File: src/rtl/spi_user_pkg.sv
package spi_user_pkg;
    localparam int CTL_STOP_BIT = 2;
    localparam int CTL_LSB_BIT  = 5;
    localparam logic [1:0] MODE_USER = 2'd3;

    typedef enum logic [2:0] {
        ST_IDLE,
        ST_LOAD,
        ST_SHIFT,
        ST_NEXT,
        ST_DONE
    } seq_state_e;
endpackage

File: src/rtl/spi_user_tick.sv
module spi_user_tick #(
    parameter int DIV_HALF = 2
) (
    input  logic clk,
    input  logic rst_n,
    input  logic run,
    output logic tick
);
    localparam int CW = $clog2(DIV_HALF + 1);

    logic [CW-1:0] cnt_q;

    always_ff @(posedge clk or negedge rst_n) begin
        if (!rst_n) begin
            cnt_q <= '0;
        end else if (!run || cnt_q == CW'(DIV_HALF - 1)) begin
            cnt_q <= '0;
        end else begin
            cnt_q <= cnt_q + CW'(1);
        end
    end

    assign tick = run && (cnt_q == CW'(DIV_HALF - 1));
endmodule

File: src/rtl/spi_user_shifter.sv
module spi_user_shifter #(
    parameter int BITS = 8
) (
    input  logic            clk,
    input  logic            rst_n,
    input  logic            start,
    input  logic [BITS-1:0] tx,
    input  logic            lsb_first,
    input  logic            tick,
    input  logic            miso,
    output logic            busy,
    output logic            sck,
    output logic            mosi,
    output logic [BITS-1:0] rx,
    output logic            done
);
    localparam int IW = $clog2(BITS);

    logic            busy_q, phase_q, sck_q, mosi_q, done_q, lsb_q;
    logic [IW-1:0]   idx_q;
    logic [IW-1:0]   idx_nx;
    logic [BITS-1:0] tx_q, rx_q;

    function automatic logic [IW-1:0] bitpos(input logic [IW-1:0] i, input logic l);
        return l ? i : (IW'(BITS - 1) - i);
    endfunction

    assign idx_nx = idx_q + IW'(1);

    always_ff @(posedge clk or negedge rst_n) begin
        if (!rst_n) begin
            busy_q  <= 1'b0;
            phase_q <= 1'b0;
            sck_q   <= 1'b0;
            mosi_q  <= 1'b1;
            done_q  <= 1'b0;
            lsb_q   <= 1'b0;
            idx_q   <= '0;
            tx_q    <= '0;
            rx_q    <= '0;
        end else begin
            done_q <= 1'b0;
            if (start) begin
                busy_q  <= 1'b1;
                phase_q <= 1'b0;
                sck_q   <= 1'b0;
                idx_q   <= '0;
                tx_q    <= tx;
                lsb_q   <= lsb_first;
                rx_q    <= '0;
                mosi_q  <= tx[bitpos('0, lsb_first)];
            end else if (busy_q && tick) begin
                if (!phase_q) begin
                    sck_q                     <= 1'b1;
                    rx_q[bitpos(idx_q, lsb_q)] <= miso;
                    phase_q                   <= 1'b1;
                end else begin
                    sck_q   <= 1'b0;
                    phase_q <= 1'b0;
                    if (idx_q == IW'(BITS - 1)) begin
                        busy_q <= 1'b0;
                        done_q <= 1'b1;
                        mosi_q <= 1'b1;
                    end else begin
                        idx_q  <= idx_nx;
                        mosi_q <= tx_q[bitpos(idx_nx, lsb_q)];
                    end
                end
            end
        end
    end

    assign busy = busy_q;
    assign sck  = sck_q;
    assign mosi = mosi_q;
    assign rx   = rx_q;
    assign done = done_q;

    // the serial clock never rests high outside a byte
    a_r10_sck_idle_low: assert property (@(posedge clk) disable iff (!rst_n)
        !busy_q |-> !sck_q);

    // completion of a byte comes only from a running shift
    a_r7_done_after_busy: assert property (@(posedge clk) disable iff (!rst_n)
        done_q |-> $past(busy_q));
endmodule

File: src/rtl/spi_user_seq.sv
module spi_user_seq
    import spi_user_pkg::*;
#(
    parameter int DATA_W = 32
) (
    input  logic              clk,
    input  logic              rst_n,
    input  logic              bus_req,
    input  logic              bus_write,
    input  logic [1:0]        bus_size,
    input  logic [DATA_W-1:0] bus_wdata,
    input  logic              user_mode,
    input  logic              cs_active,
    input  logic              wr_gate,
    input  logic              sh_done,
    input  logic [7:0]        sh_rx,
    output logic              sh_start,
    output logic [7:0]        sh_tx,
    output logic              bus_ready,
    output logic [DATA_W-1:0] bus_rdata
);
    localparam int LANES = DATA_W / 8;
    localparam int LIW   = (LANES > 1) ? $clog2(LANES) : 1;

    seq_state_e        state_q, state_d;
    logic [LIW-1:0]    idx_q, last_q, last_d;
    logic              write_q, may_shift;
    logic [DATA_W-1:0] rdata_q;

    assign may_shift = user_mode && cs_active && (!bus_write || wr_gate);

    always_comb begin
        unique case (bus_size)
            2'd0:    last_d = LIW'(0);
            2'd1:    last_d = LIW'(1);
            default: last_d = LIW'(LANES - 1);
        endcase
    end

    // state register
    always_ff @(posedge clk or negedge rst_n) begin
        if (!rst_n) state_q <= ST_IDLE;
        else        state_q <= state_d;
    end

    // next state
    always_comb begin
        state_d = state_q;
        unique case (state_q)
            ST_IDLE:  if (bus_req) state_d = may_shift ? ST_LOAD : ST_DONE;
            ST_LOAD:  state_d = ST_SHIFT;
            ST_SHIFT: if (sh_done) state_d = (idx_q == last_q) ? ST_DONE : ST_NEXT;
            ST_NEXT:  state_d = ST_LOAD;
            ST_DONE:  state_d = ST_IDLE;
            default:  state_d = ST_IDLE;
        endcase
    end

    // lane bookkeeping
    always_ff @(posedge clk or negedge rst_n) begin
        if (!rst_n) begin
            idx_q   <= '0;
            last_q  <= '0;
            write_q <= 1'b0;
            rdata_q <= '0;
        end else begin
            if (state_q == ST_IDLE && bus_req) begin
                idx_q   <= '0;
                last_q  <= last_d;
                write_q <= bus_write;
                rdata_q <= '0;
            end
            if (state_q == ST_SHIFT && sh_done && !write_q) begin
                rdata_q[{idx_q, 3'b000} +: 8] <= sh_rx;
            end
            if (state_q == ST_NEXT) begin
                idx_q <= idx_q + LIW'(1);
            end
        end
    end

    // outputs
    always_comb begin
        sh_start  = (state_q == ST_LOAD);
        bus_ready = (state_q == ST_DONE);
        sh_tx     = write_q ? bus_wdata[{idx_q, 3'b000} +: 8] : 8'hFF;
        bus_rdata = rdata_q;
    end

    a_r7_ready_single: assert property (@(posedge clk) disable iff (!rst_n)
        bus_ready |=> !bus_ready);

    a_r5_gated_write_skips: assert property (@(posedge clk) disable iff (!rst_n)
        (state_q == ST_IDLE && bus_req && bus_write && !wr_gate) |=> (state_q == ST_DONE));

    a_r1_non_user_skips: assert property (@(posedge clk) disable iff (!rst_n)
        (state_q == ST_IDLE && bus_req && !user_mode) |=> (state_q == ST_DONE));

    a_r3_lane_bound: assert property (@(posedge clk) disable iff (!rst_n)
        idx_q <= last_q);
endmodule

File: src/rtl/spi_user_port.sv
module spi_user_port
    import spi_user_pkg::*;
#(
    parameter int CTL_W    = 8,
    parameter int ADDR_W   = 12,
    parameter int DATA_W   = 32,
    parameter int DIV_HALF = 2
) (
    input  logic              clk,
    input  logic              rst_n,
    input  logic [CTL_W-1:0]  ctrl_word,
    input  logic              wr_gate,
    input  logic              bus_req,
    input  logic              bus_write,
    input  logic [1:0]        bus_size,
    input  logic [ADDR_W-1:0] bus_addr,
    input  logic [DATA_W-1:0] bus_wdata,
    output logic              bus_ready,
    output logic [DATA_W-1:0] bus_rdata,
    output logic              spi_cs_n,
    output logic              spi_sck,
    output logic              spi_mosi,
    input  logic              spi_miso
);
    logic       user_mode, cs_active_q, lsb_first;
    logic       sh_start, sh_done, sh_busy, tick;
    logic [7:0] sh_tx, sh_rx;
    logic       unused_inputs;

    assign user_mode = (ctrl_word[1:0] == MODE_USER);
    assign lsb_first = ctrl_word[CTL_LSB_BIT];
    assign unused_inputs = ^{bus_addr, ctrl_word[CTL_W-1:CTL_LSB_BIT+1],
                             ctrl_word[CTL_LSB_BIT-1:CTL_STOP_BIT+1]};

    always_ff @(posedge clk or negedge rst_n) begin
        if (!rst_n) cs_active_q <= 1'b0;
        else        cs_active_q <= user_mode && !ctrl_word[CTL_STOP_BIT];
    end

    assign spi_cs_n = !cs_active_q;

    spi_user_seq #(.DATA_W(DATA_W)) u_seq (
        .clk       (clk),
        .rst_n     (rst_n),
        .bus_req   (bus_req),
        .bus_write (bus_write),
        .bus_size  (bus_size),
        .bus_wdata (bus_wdata),
        .user_mode (user_mode),
        .cs_active (cs_active_q),
        .wr_gate   (wr_gate),
        .sh_done   (sh_done),
        .sh_rx     (sh_rx),
        .sh_start  (sh_start),
        .sh_tx     (sh_tx),
        .bus_ready (bus_ready),
        .bus_rdata (bus_rdata)
    );

    spi_user_tick #(.DIV_HALF(DIV_HALF)) u_tick (
        .clk   (clk),
        .rst_n (rst_n),
        .run   (sh_busy),
        .tick  (tick)
    );

    spi_user_shifter #(.BITS(8)) u_shift (
        .clk       (clk),
        .rst_n     (rst_n),
        .start     (sh_start),
        .tx        (sh_tx),
        .lsb_first (lsb_first),
        .tick      (tick),
        .miso      (spi_miso),
        .busy      (sh_busy),
        .sck       (spi_sck),
        .mosi      (spi_mosi),
        .rx        (sh_rx),
        .done      (sh_done)
    );

    // a serial clock edge appears only inside an open frame
    a_r2_sck_needs_cs: assert property (@(posedge clk) disable iff (!rst_n)
        $rose(spi_sck) |-> !spi_cs_n);
endmodule

File: config.mk
export PLATFORM = sky130hd
export DESIGN_NAME = spi_user_port
export DESIGN_NICKNAME = d
export VERILOG_FILES = /design/src/rtl/spi_user_pkg.sv /design/src/rtl/spi_user_tick.sv /design/src/rtl/spi_user_shifter.sv /design/src/rtl/spi_user_seq.sv /design/src/rtl/spi_user_port.sv
export SDC_FILE = /design/constraint.sdc
export NUM_CORES = 1
export LEC_CHECK = 0
export CORE_MARGIN = 8
export CORE_UTILIZATION = 60
export DETAILED_ROUTE_END_ITERATION = 7
export DONT_BUFFER_PORTS = 1
export MAX_ROUTING_LAYER = met4
export PLACE_DENSITY_LB_ADDON = 0.1
export SKIP_CTS_REPAIR_TIMING = 1
export SYNTH_ARGS = -nofsm -noshare
export SYNTH_HDL_FRONTEND = slang
export SYNTH_SLANG_ARGS = --single-unit
File: constraint.sdc
create_clock -name clk -period 2.5 [get_ports clk]
set_input_delay 0 -clock clk [delete_from_list [all_inputs] [get_ports clk]]
set_output_delay 0 -clock clk [all_outputs]
set_load 0.05 [all_outputs]
# [Yosys cells after proc, flatten, opt, wreduce, memory -nomap -nowiden]
# Index checks and enable logic that the tools add are counted.
[word_totals] regBits=67 output_inout_bits=36 wordCells=113
[op_classes] add_sub_neg=6 n_lt_le_gt_ge=4 n_eq_ne=13 shift=3 muxes=45 n_reduce_logical=27
[ops] operator="2-to-1 mux 32 bit" n=2
[ops] operator="2-to-1 mux 3 bit" n=11
[ops] operator="bitwise mux 32 bit" n=1
[ops] operator="2-to-1 mux 8 bit" n=4
[ops] operator="variable shift 8 x 7 -> 32 bit, first input constant" n=1
[ops] operator="variable part select 32 x 6 -> 8 bit" n=1
[ops] operator="variable part select 8 x 7 -> 32 bit" n=1
[ops] operator="2-to-1 mux 1 bit" n=18
[ops] operator="< comparator 3 x 4 -> 1 bit, second input constant" n=3
[ops] operator="case mux 3 bit (4 select lines)" n=1
[ops] operator="logical AND 1 bit" n=9
[ops] operator="bitwise mux 8 bit" n=1
[ops] operator="!= test 2 bit, second input constant" n=4
[ops] operator="nonzero test 2 bit" n=4
[ops] operator="negator 5 -> 7 bit" n=1
[ops] operator="binary-select mux 1 bit (select 3 bit)" n=2
[ops] operator="== test 3 x 2 -> 1 bit, second input constant" n=2
[ops] operator="== test 3 bit, second input constant" n=2
[ops] operator="2-to-1 mux 2 bit" n=3
[ops] operator="AND reduction 2 bit" n=3
[ops] operator="AND reduction 3 bit" n=2
[ops] operator="subtractor 3 bit, first input constant" n=2
[ops] operator="logical NOT 1 bit" n=5
[ops] operator="adder 2 x 1 -> 2 bit, second input constant" n=2
[ops] operator="other kinds (11)" n=13

# [Longest topological paths before layout]
# Gate-level depths: netlist of run 1.
[logic_depth] ltp_word=10 mapped_depth=8 mapped_depth_nobuf=6

# [By module]
# Synthesis of run 1 repeated with hierarchy kept, for this count alone.
[unflattened] hier_cells=355 hier_area_um2=3597.2
[modules_own_cells] module="spi_user_seq" n_inst=1 cells_each=221 area_per_inst_um2=2153.3 seq_area_each_um2=1001.0
[modules_own_cells] module="spi_user_shifter" n_inst=1 cells_each=123 area_per_inst_um2=1302.5 seq_area_each_um2=601.8
[modules_own_cells] module="spi_user_tick" n_inst=1 cells_each=7 area_per_inst_um2=97.6 seq_area_each_um2=50.0
[modules_own_cells] module="spi_user_port" n_inst=1 cells_each=4 area_per_inst_um2=43.8 seq_area_each_um2=25.0

# [Worst setup path before layout of run 1]
# OpenSTA, ideal clock, no wires.
[synth_timing] path_type="reg2reg" startpoint="register u_seq.idx_q[1]" endpoint="register u_seq.rdata_q[16], in the netlist u_seq.bus_rdata[16]" arrival_ns=1.965 path_slack_ns=0.459 path_stages_with_launch=8 n_path_buf=1 synth_period_minus_slack_ns=2.041 path_cell_list="dfrtp_1 -> buf_2 -> inv_1 -> ha_1 -> inv_1 -> nor4_1 -> nand2_1 -> o21ai_1"
[synth_via] elab_chain_cells=4 word_cells_on_any_way=5 classes_between="1 x add/sub; 2 x shift; 2 x mux"
[synth_lines] item="start, declared" line_no="spi_user_seq.sv:26" text="logic [LIW-1:0] idx_q, last_q, last_d;"
[synth_lines] item="start signal, assigned" line_no="spi_user_seq.sv:77" text="idx_q <= idx_q + LIW'(1);"
[synth_lines] item="negator 5 -> 7 bit (*)" line_no="spi_user_seq.sv:74" text="rdata_q[{idx_q, 3'b000} +: 8] <= sh_rx;"
[synth_lines] item="variable part select 8 x 7 -> 32 bit or variable shift 8 x 7 -> 32 bit (tied branches)" line_no="spi_user_seq.sv:74"
[synth_lines] item="bitwise mux 32 bit (*)" line_no="spi_user_seq.sv:74"
[synth_lines] item="2-to-1 mux 32 bit (*)" line_no="spi_user_seq.sv:73" text="if (state_q == ST_SHIFT && sh_done && !write_q) begin"
[synth_lines] item="end signal, assigned by index" line_no="spi_user_seq.sv:74"
[synth_lines] item="end, declared" line_no="spi_user_seq.sv:28" text="logic [DATA_W-1:0] rdata_q;"
# Every way passes the cells marked *; elsewhere a longest branch is shown, timed or not.
# A chain may end at the register's enable or synchronous reset.

# [Final worst setup path of run 1]
[layout_timing] startpoint="register u_shift.idx_q[0]" endpoint="register u_shift.mosi_q, in the netlist u_shift.mosi"
[layout_via] elab_chain_cells=9 word_cells_on_any_way=10 classes_between="2 x add/sub; 1 x eq/ne; 7 x mux"
[layout_lines] item="start, declared" line_no="spi_user_shifter.sv:20" text="logic [IW-1:0] idx_q;"
[layout_lines] item="start signal, assigned" line_no="spi_user_shifter.sv:65" text="idx_q <= idx_nx;"
[layout_lines] item="adder 3 x 1 -> 3 bit" line_no="spi_user_shifter.sv:28" text="assign idx_nx = idx_q + IW'(1);"
[layout_lines] item="subtractor 3 bit" line_no="spi_user_shifter.sv:25" text="return l ? i : (IW'(BITS - 1) - i);"
[layout_lines] item="2-to-1 mux 3 bit" line_no="spi_user_shifter.sv:25"
[layout_lines] item="binary-select mux 1 bit (select 3 bit)" line_no="spi_user_shifter.sv:66" text="mosi_q <= tx_q[bitpos(idx_nx, lsb_q)];"
[layout_lines] item="2-to-1 mux 1 bit (not written as such)" line_no="spi_user_shifter.sv:66"
[layout_lines] item="2-to-1 mux 1 bit (*)" line_no="spi_user_shifter.sv:60" text="if (idx_q == IW'(BITS - 1)) begin"
[layout_lines] item="2-to-1 mux 1 bit (*)" line_no="spi_user_shifter.sv:53" text="if (!phase_q) begin"
[layout_lines] item="2-to-1 mux 1 bit (*)" line_no="spi_user_shifter.sv:52" text="end else if (busy_q && tick) begin"
[layout_lines] item="2-to-1 mux 1 bit (*)" line_no="spi_user_shifter.sv:43" text="if (start) begin"
[layout_lines] item="end signal, assigned" line_no="spi_user_shifter.sv:51" text="mosi_q <= tx[bitpos('0, lsb_first)];"
[layout_lines] item="end signal, assigned" line_no="spi_user_shifter.sv:66"
[layout_lines] item="end, declared" line_no="spi_user_shifter.sv:19" text="logic busy_q, phase_q, sck_q, mosi_q, done_q, lsb_q;"
# Every way passes the cells marked *; elsewhere a longest branch is shown, timed or not. The select of a mux whose other input is x is not followed.

==> out/metrics.cfg, run 1 <==
[synthesis]
yosysTopAreaCell = dfrtp_1
yosys_register_bits = 67
synthTopCellsByArea = dfrtp_1, mux2i_1, mux4_2
synth_top_area_share_pct = 47.38
yosysSeqAreaShare_pct = 48.13
synth_warnings = 0
syn_avg_cell_area_sq_um = 10.53
synth_edf_count = 0
synthDistinctLibCells = 50
syn-cell-area_sq_mm = 0.003486
ys.flop_type = dfrtp_1
synth_nets = 399
syn_inst = 331
synthArstFlopShare_pct = 100.0

[timing]
rsz0062_at_grt = no
period_minus_slack_ns = 1.962
max_freq_mhz = 509.6
finClkSkew_ns = 0.004563
relSlewSlack_pct = 43.11
period_share_pct = 78.50
hold_violations = 1
setup-tns-final_ns = 0
worst_slew_pin_slew_ns = 0.8496
maxSlewViolCount = 0
fin_hold_ws_ns = -0.04277
setup_viol = 0

[grt]
grt_pass1_vias = 2533
grt_pass1_wl_microns = 12880
grt_use_total_pct = 19.40
grt_max_degree = 68
antenna_found_initial = 0
grt-ovfl-total = 0

[final_layout]
multi_input_area_sq_mm = 0.001693
syn_to_final_growth_pct = 10.62
drive_gt1_share_pct = 13.74
fill_cells = 437
antennaDiodeCount = 0
seq_area_sq_mm = 0.001678
layout.nets = 407

[detailed_routing]
ant_nets = 0
wl_per_cell_microns = 19.00
wl_met1_microns = 3541
top_layer = met4
dr_wl_met3_microns = 621
drtIter0Drc = 148
postRouteWirelength_microns = 7868
vias_per_cell = 6.118
first_pass_iters = 4
vias = 2533
drc_errors = 0
dr_wl_met2_microns = 3590

[clock_network]
clk_latency_ns = 0.33
root_buffer = clkbuf_8
cts_tree = built
clkTransAtPathRegs_ns = 0.07
cts.sinks = 67
clk_path_buf_depth = 2
numCtsBuffers = 9
htreeDepth = 3

[critical_path]
worst_r2r_startpoint = u_shift.idx_q[0]
start_kind = flip-flop
r2r_cells = 5
endpoint_kind = flip-flop
path_class = reg -> reg
ff2ff_setup_slack_ns = 0.54
cp_max_fo = 13
r2r-end = u_shift.mosi
worstPathArrival_ns = 2.21
cp.required_ns = 2.75

[power_and_ir_drop]
leakagePower_nw = 1.569
power_mw = 3.736
cellPowerDensity_mw_per_mm2 = 968.7
peakVddDrop_uv = 608.5

[die]
core-area_sq_mm = 0.005574
die_area_sq_mm = 0.008505
die_w_microns = 92.22
boundaryPins = 96
die_y_microns = 92.22
start_util_pct = 62.54
fp-row-count = 27

[outcome]
outcome = finished, violations left
violations = negative hold slack

[hold_path]
hp-start = bus_write
hp-class = in -> reg
hold_end = u_seq.state_q[0]
hold_depth = 3

[placed_design]
place.gp.congestion = 0.7938
port_buffers = 0
hpwlAfterDp_microns = 5534

[job]
drv_cap = 0

-- report_power, final --
group | total (mW) | switching (mW) | internal (mW)
Clock | 0.923 | 0.393 | 0.530
Sequential | 1.70 | 0.397 | 1.30
Combinational | 1.11 | 0.609 | 0.505
-- placed cells by master (no fill, tap or decap), drive strengths merged, types with 2 or more instances in the layout --
cell          n
a31oi         3
inv           8
xor2          2
mux2          8
mux4          7
o22a          6
nor2         27
mux2i        18
nor3          3
dlygate4sd3   8
nand3        28
o21ai        27
nand2b        5
buf           7
a211oi        9
nor2b         3
clkbuf       12
nand4         2
a21oi         5
nor4          3
a311oi        2
ha            8
nor3b         4
xnor2         3
a22o          8
nand3b        6
or3b          3
and3          2
dfrtp        66
nand2        34
-- registers in the layout, indices dropped and copies added, names as in the netlist --
register / flops
cs_active_q: 1
u_shift.idx_q: 3
u_shift.lsb_q: 1
u_shift.rx: 8
u_shift.phase_q: 1
u_seq.last_q: 2
u_shift.busy: 1
u_shift.done: 1
u_seq.bus_rdata: 32
u_seq.state_q: 3
u_tick.cnt_q: 2
u_seq.write_q: 1
u_shift.tx_q: 8
u_seq.idx_q: 2
u_shift.mosi: 1
-- final cells by class --
type,count,area share (%)
clock buffer,12,4.283
clock inverter,2,0.9085
inverter,8,0.7787
multi-input combinational,238,43.90
sequential,67,43.51
tap,72,2.336
timing repair buffer,15,4.283
-- routing by layer --
metal | track usage [%] | vias to the layer above
met2 | 28.67 | 104
met5 | - | -
li1 | - | 1229
met3 | 5.949 | 10
met1 | 24.16 | 1190
met4 | 8.054 | 0
-- worst max path at each step --
stage,start,end,slack [ns]
final,u_shift.idx_q[0],u_shift.mosi,0.54
after global routing,u_seq.idx_q[1],u_seq.bus_rdata[27],0.36
after CTS,u_shift.idx_q[0],u_shift.mosi,0.50
after detailed placement,u_shift.idx_q[0],u_shift.mosi,0.54
after global placement,u_shift.idx_q[0],u_shift.mosi,0.59
after floorplan,u_seq.idx_q[1],u_seq.bus_rdata[16],0.46
-- worst max-delay path, cell delays in order, from the launching register on --
cell     delay [ns]
dfrtp_1        0.55
ha_1           0.60
mux2i_1        0.24
nor4_1         0.06
nor4_1         0.29
a31oi_1        0.13
-- cell families (layout without fill, tap and decap cells) --
family / after synthesis / count (layout) / synth area share, %
and+or+nand+nor: 125 / 125 / 19.10
muxes: 33 / 33 / 12.28
buffers and inverters: 26 / 37 / 3.446
AOI/OAI and AO/OA: 67 / 67 / 12.92
xor gates and xnor gates: 5 / 5 / 1.257
adders and majority gates: 8 / 8 / 2.872
DFF: 67 / 67 / 48.13
-- through the flow --
step	hold slack, ns	setup WS, ns	instances	cell area (sq um)	utilization, %
floorplan	-0.2956	0.4585	331	3486	-
global placement	-0.2928	0.5928	391	3548	63.66
detailed placement	-0.2931	0.5421	391	3548	63.66
CTS	-0.6542	0.5028	405	3749	67.25
global route	0.007529	0.3569	414	3856	69.18
finish	-0.04277	0.5376	414	3856	69.18
-- cells in the mapped netlist, drive strengths merged, types with 7 or more instances --
| master | count |
|---|---|
| dfrtp | 66 |
| nand2 | 34 |
| nand3 | 28 |
| nor2 | 27 |
| o21ai | 27 |
| mux2i | 18 |
| buf | 15 |
| a211oi | 9 |
| a22o | 8 |
| ha | 8 |
| inv | 8 |
| mux2 | 8 |
| mux4 | 7 |
(Power assumes the default switching activity.)
==> run 2: changes to the inputs <==
Settings changed: CORE_UTILIZATION 60 to 57.
Clock period 2.5 ns to 1.8 ns, I/O delays scaled along.
==> run 2 against run 1 <==
Against the previous run:
- the run still ends with negative hold slack left
- clock skew is 0.0061 ns higher
- sequential share of layout area is 2.7 points lower
- first-iteration DRC count is 36% lower
- final area is 6.6% higher
- register-to-register slack worse by 0.44 ns
- combinational power is 67% higher
- core utilization is 0.24 points higher
- die area is 4.3% higher
- worst hold slack better by 0.028 ns
- critical path depth stayed put
- non-clock buffer count is 31 higher
- global-route usage hardly changed
- largest power group unchanged
- highest routed layer unchanged
==> out/metrics.cfg, run 2 (same netlist as run 1, synthesis figures left out) <==
[critical_path]
start_kind = flip-flop  ; unchanged
path_cells = buf_4, or3b_1, a211oi_1, mux2i_1, nor2_2  ; was ha_1, mux2i_1, nor4_1, nor4_1, a31oi_1
critPathSlowestCell = dfrtp_1  ; was ha_1
cp_max_fo = 7  ; was 13
cp.required_ns = 2.03  ; was 2.75 ns
cp_top_family = flip-flops  ; was adder cells
path_class = reg -> reg  ; unchanged
endpoint_kind = flip-flop  ; unchanged
max_stage_delay_ns = 0.45  ; was 0.60 ns
cp_num_buf_inv = 1  ; was 0
worstPathArrival_ns = 1.93  ; was 2.21 ns

[final_layout]
syn_to_final_growth_pct = 17.91  ; was 10.62%
final_common_cell = dfrtp_1  ; unchanged
largest_reg_flops = 32  ; unchanged
layout.nets = 438  ; was 407
antennaDiodeCount = 0  ; unchanged
final_cell_mix = dfrtp_1, nand2_1, buf_4  ; was dfrtp_1, nand2_1, nand3_1, o21ai_1, nor2_1
drive_gt1_share_pct = 21.07  ; was 13.74%

[timing]
max_freq_mhz = 587.7  ; was 509.6 MHz
setup_slack_ns = 0.09850  ; was 0.5376 ns
period_share_pct = 94.53  ; was 78.50%
maxSlewViolCount = 0  ; unchanged
period_minus_slack_ns = 1.702  ; was 1.962 ns
fin_hold_ws_ns = -0.01480  ; was -0.04277 ns
relSlewSlack_pct = 57.57  ; was 43.11%
hold_violations = 1  ; unchanged
finClkSkew_ns = 0.01068  ; was 0.004563 ns
setup_viol = 0  ; unchanged
worst_slew_pin_slew_ns = 0.6204  ; was 0.8496 ns

[detailed_routing]
first_pass_iters = 4  ; unchanged
vias = 2643  ; was 2,533
ant_nets = 0  ; unchanged
vias_per_cell = 5.873  ; was 6.118
drc_errors = 0  ; unchanged
drtIter0Drc = 95  ; was 148
wl_per_cell_microns = 17.80  ; was 19.00 microns
postRouteWirelength_microns = 8008  ; was 7868 microns

[power_and_ir_drop]
leakagePower_nw = 1.707  ; was 1.569 nW
cellPowerDensity_mw_per_mm2 = 1273  ; was 968.7 mW/mm^2
peakVddDrop_uv = 768.1  ; was 608.5 uV
power_mw = 5.234  ; was 3.736 mW

[grt]
grt_pass1_wl_microns = 13070  ; was 12,880 microns
grt_use_total_pct = 19.41  ; was 19.40%
grt_max_degree = 68  ; unchanged
antenna_found_initial = 0  ; unchanged
grt-ovfl-total = 0  ; unchanged
grt_pass1_vias = 2538  ; was 2,533

[placed_design]
port_buffers = 0  ; unchanged
place.gp.congestion = 0.8880  ; was 0.7938
post-place-ws_ns = 0.07654  ; was 0.5421 ns
hpwlAfterDp_microns = 5738  ; was 5534 microns

[clock_network]
clk_path_buf_depth = 2  ; unchanged
htreeDepth = 3  ; unchanged
clk_latency_ns = 0.34  ; was 0.33 ns
clkTransAtPathRegs_ns = 0.08  ; was 0.07 ns
cts.sinks = 67  ; unchanged
cts_tree = built  ; unchanged
numCtsBuffers = 9  ; unchanged
root_buffer = clkbuf_8  ; unchanged

[hold_path]
hp-class = in -> reg  ; unchanged

[outcome]
outcome = finished, violations left  ; unchanged
violations = negative hold slack  ; unchanged

[die]
die_area_sq_mm = 0.008874  ; was 0.008505 sq mm
die_w_microns = 94.20  ; was 92.22 microns
start_util_pct = 58.88  ; was 62.54%
fp-row-count = 28  ; was 27
core-area_sq_mm = 0.005921  ; was 0.005574 sq mm
die_y_microns = 94.20  ; was 92.22 microns
boundaryPins = 96  ; unchanged

[job]
drv_cap = 0  ; unchanged

[run 2: cell types whose count changed in the layout (fill, tap and decap cells not counted), moves of 2 or more]
| cell | change |
|---|---|
| buf_4 | +26 |
| dlygate4sd3_1 | +5 |
| clkinvlp_4 | +3 |
| clkbuf_8 | -2 |
| inv_6 | +2 |
[run 2: final timing paths]
kind	slack (ns)	depth (start not counted)	to	startpoint
setup / recovery	0.1	5	u_shift.rx[3]	u_shift.idx_q[1]
hold / removal	-0.01	4	u_seq.state_q[0]	wr_gate
setup reg to reg	0.1	5	u_shift.rx[3]	u_shift.idx_q[1]
hold reg to reg	0.44	1	u_tick.cnt_q[0]	u_tick.cnt_q[0]
max in group asynchronous	1.29	2	u_shift.mosi	rst_n
min in group asynchronous	0.19	2	u_seq.bus_rdata[1]	rst_n
[run 2: metrics by stage]
step | instances | utilization, % | setup TNS (ns) | instance area (sq um)
after global placement | 420 | 63.48 | 0 | 3759
after global routing | 450 | 69.42 | -0.01130 | 4110
after detailed placement | 420 | 63.48 | 0 | 3759
final | 450 | 69.42 | 0 | 4110
after floorplan | 331 | - | 0 | 3500
after CTS | 436 | 66.63 | 0 | 3945
[run 2: worst reg2reg max path, cell delays in order (launching register included)]
cell and delay, ns:
dfrtp_1 0.45, buf_4 0.17, or3b_1 0.38, a211oi_1 0.30
mux2i_1 0.25, nor2_2 0.04
[run 2: final cells by class]
| class | instances | area (sq um) |
|---|---|---|
| clock buffers | 10 | 137.6 |
| clock inverters | 6 | 48.80 |
| fillers | 458 | 1810 |
| inverters | 8 | 30.03 |
| multi-input cells | 238 | 1712 |
| flip-flops and latches | 67 | 1678 |
| well taps | 75 | 93.84 |
| repair buffers | 46 | 410.4 |
[run 2: layer usage]
| metal | GRT usage (%) | vias up | wire length [microns] | share of wire [%] |
|---|---|---|---|---|
| met2 | 28.51 | 78 | 3803 | 47 |
| met1 | 25.30 | 1276 | 3624 | 45 |
| li1 | - | 1282 | - | - |
| met4 | 5.945 | 0 | 76 | 0.95 |
| met3 | 5.516 | 7 | 504 | 6.3 |
| met5 | - | - | 0 | 0 |
[run 2: where the power goes]
group	total [mW]	internal, mW	switching [mW]
clock	1.18	0.549	0.631
sequential	2.20	1.81	0.393
combinational	1.85	0.827	1.03
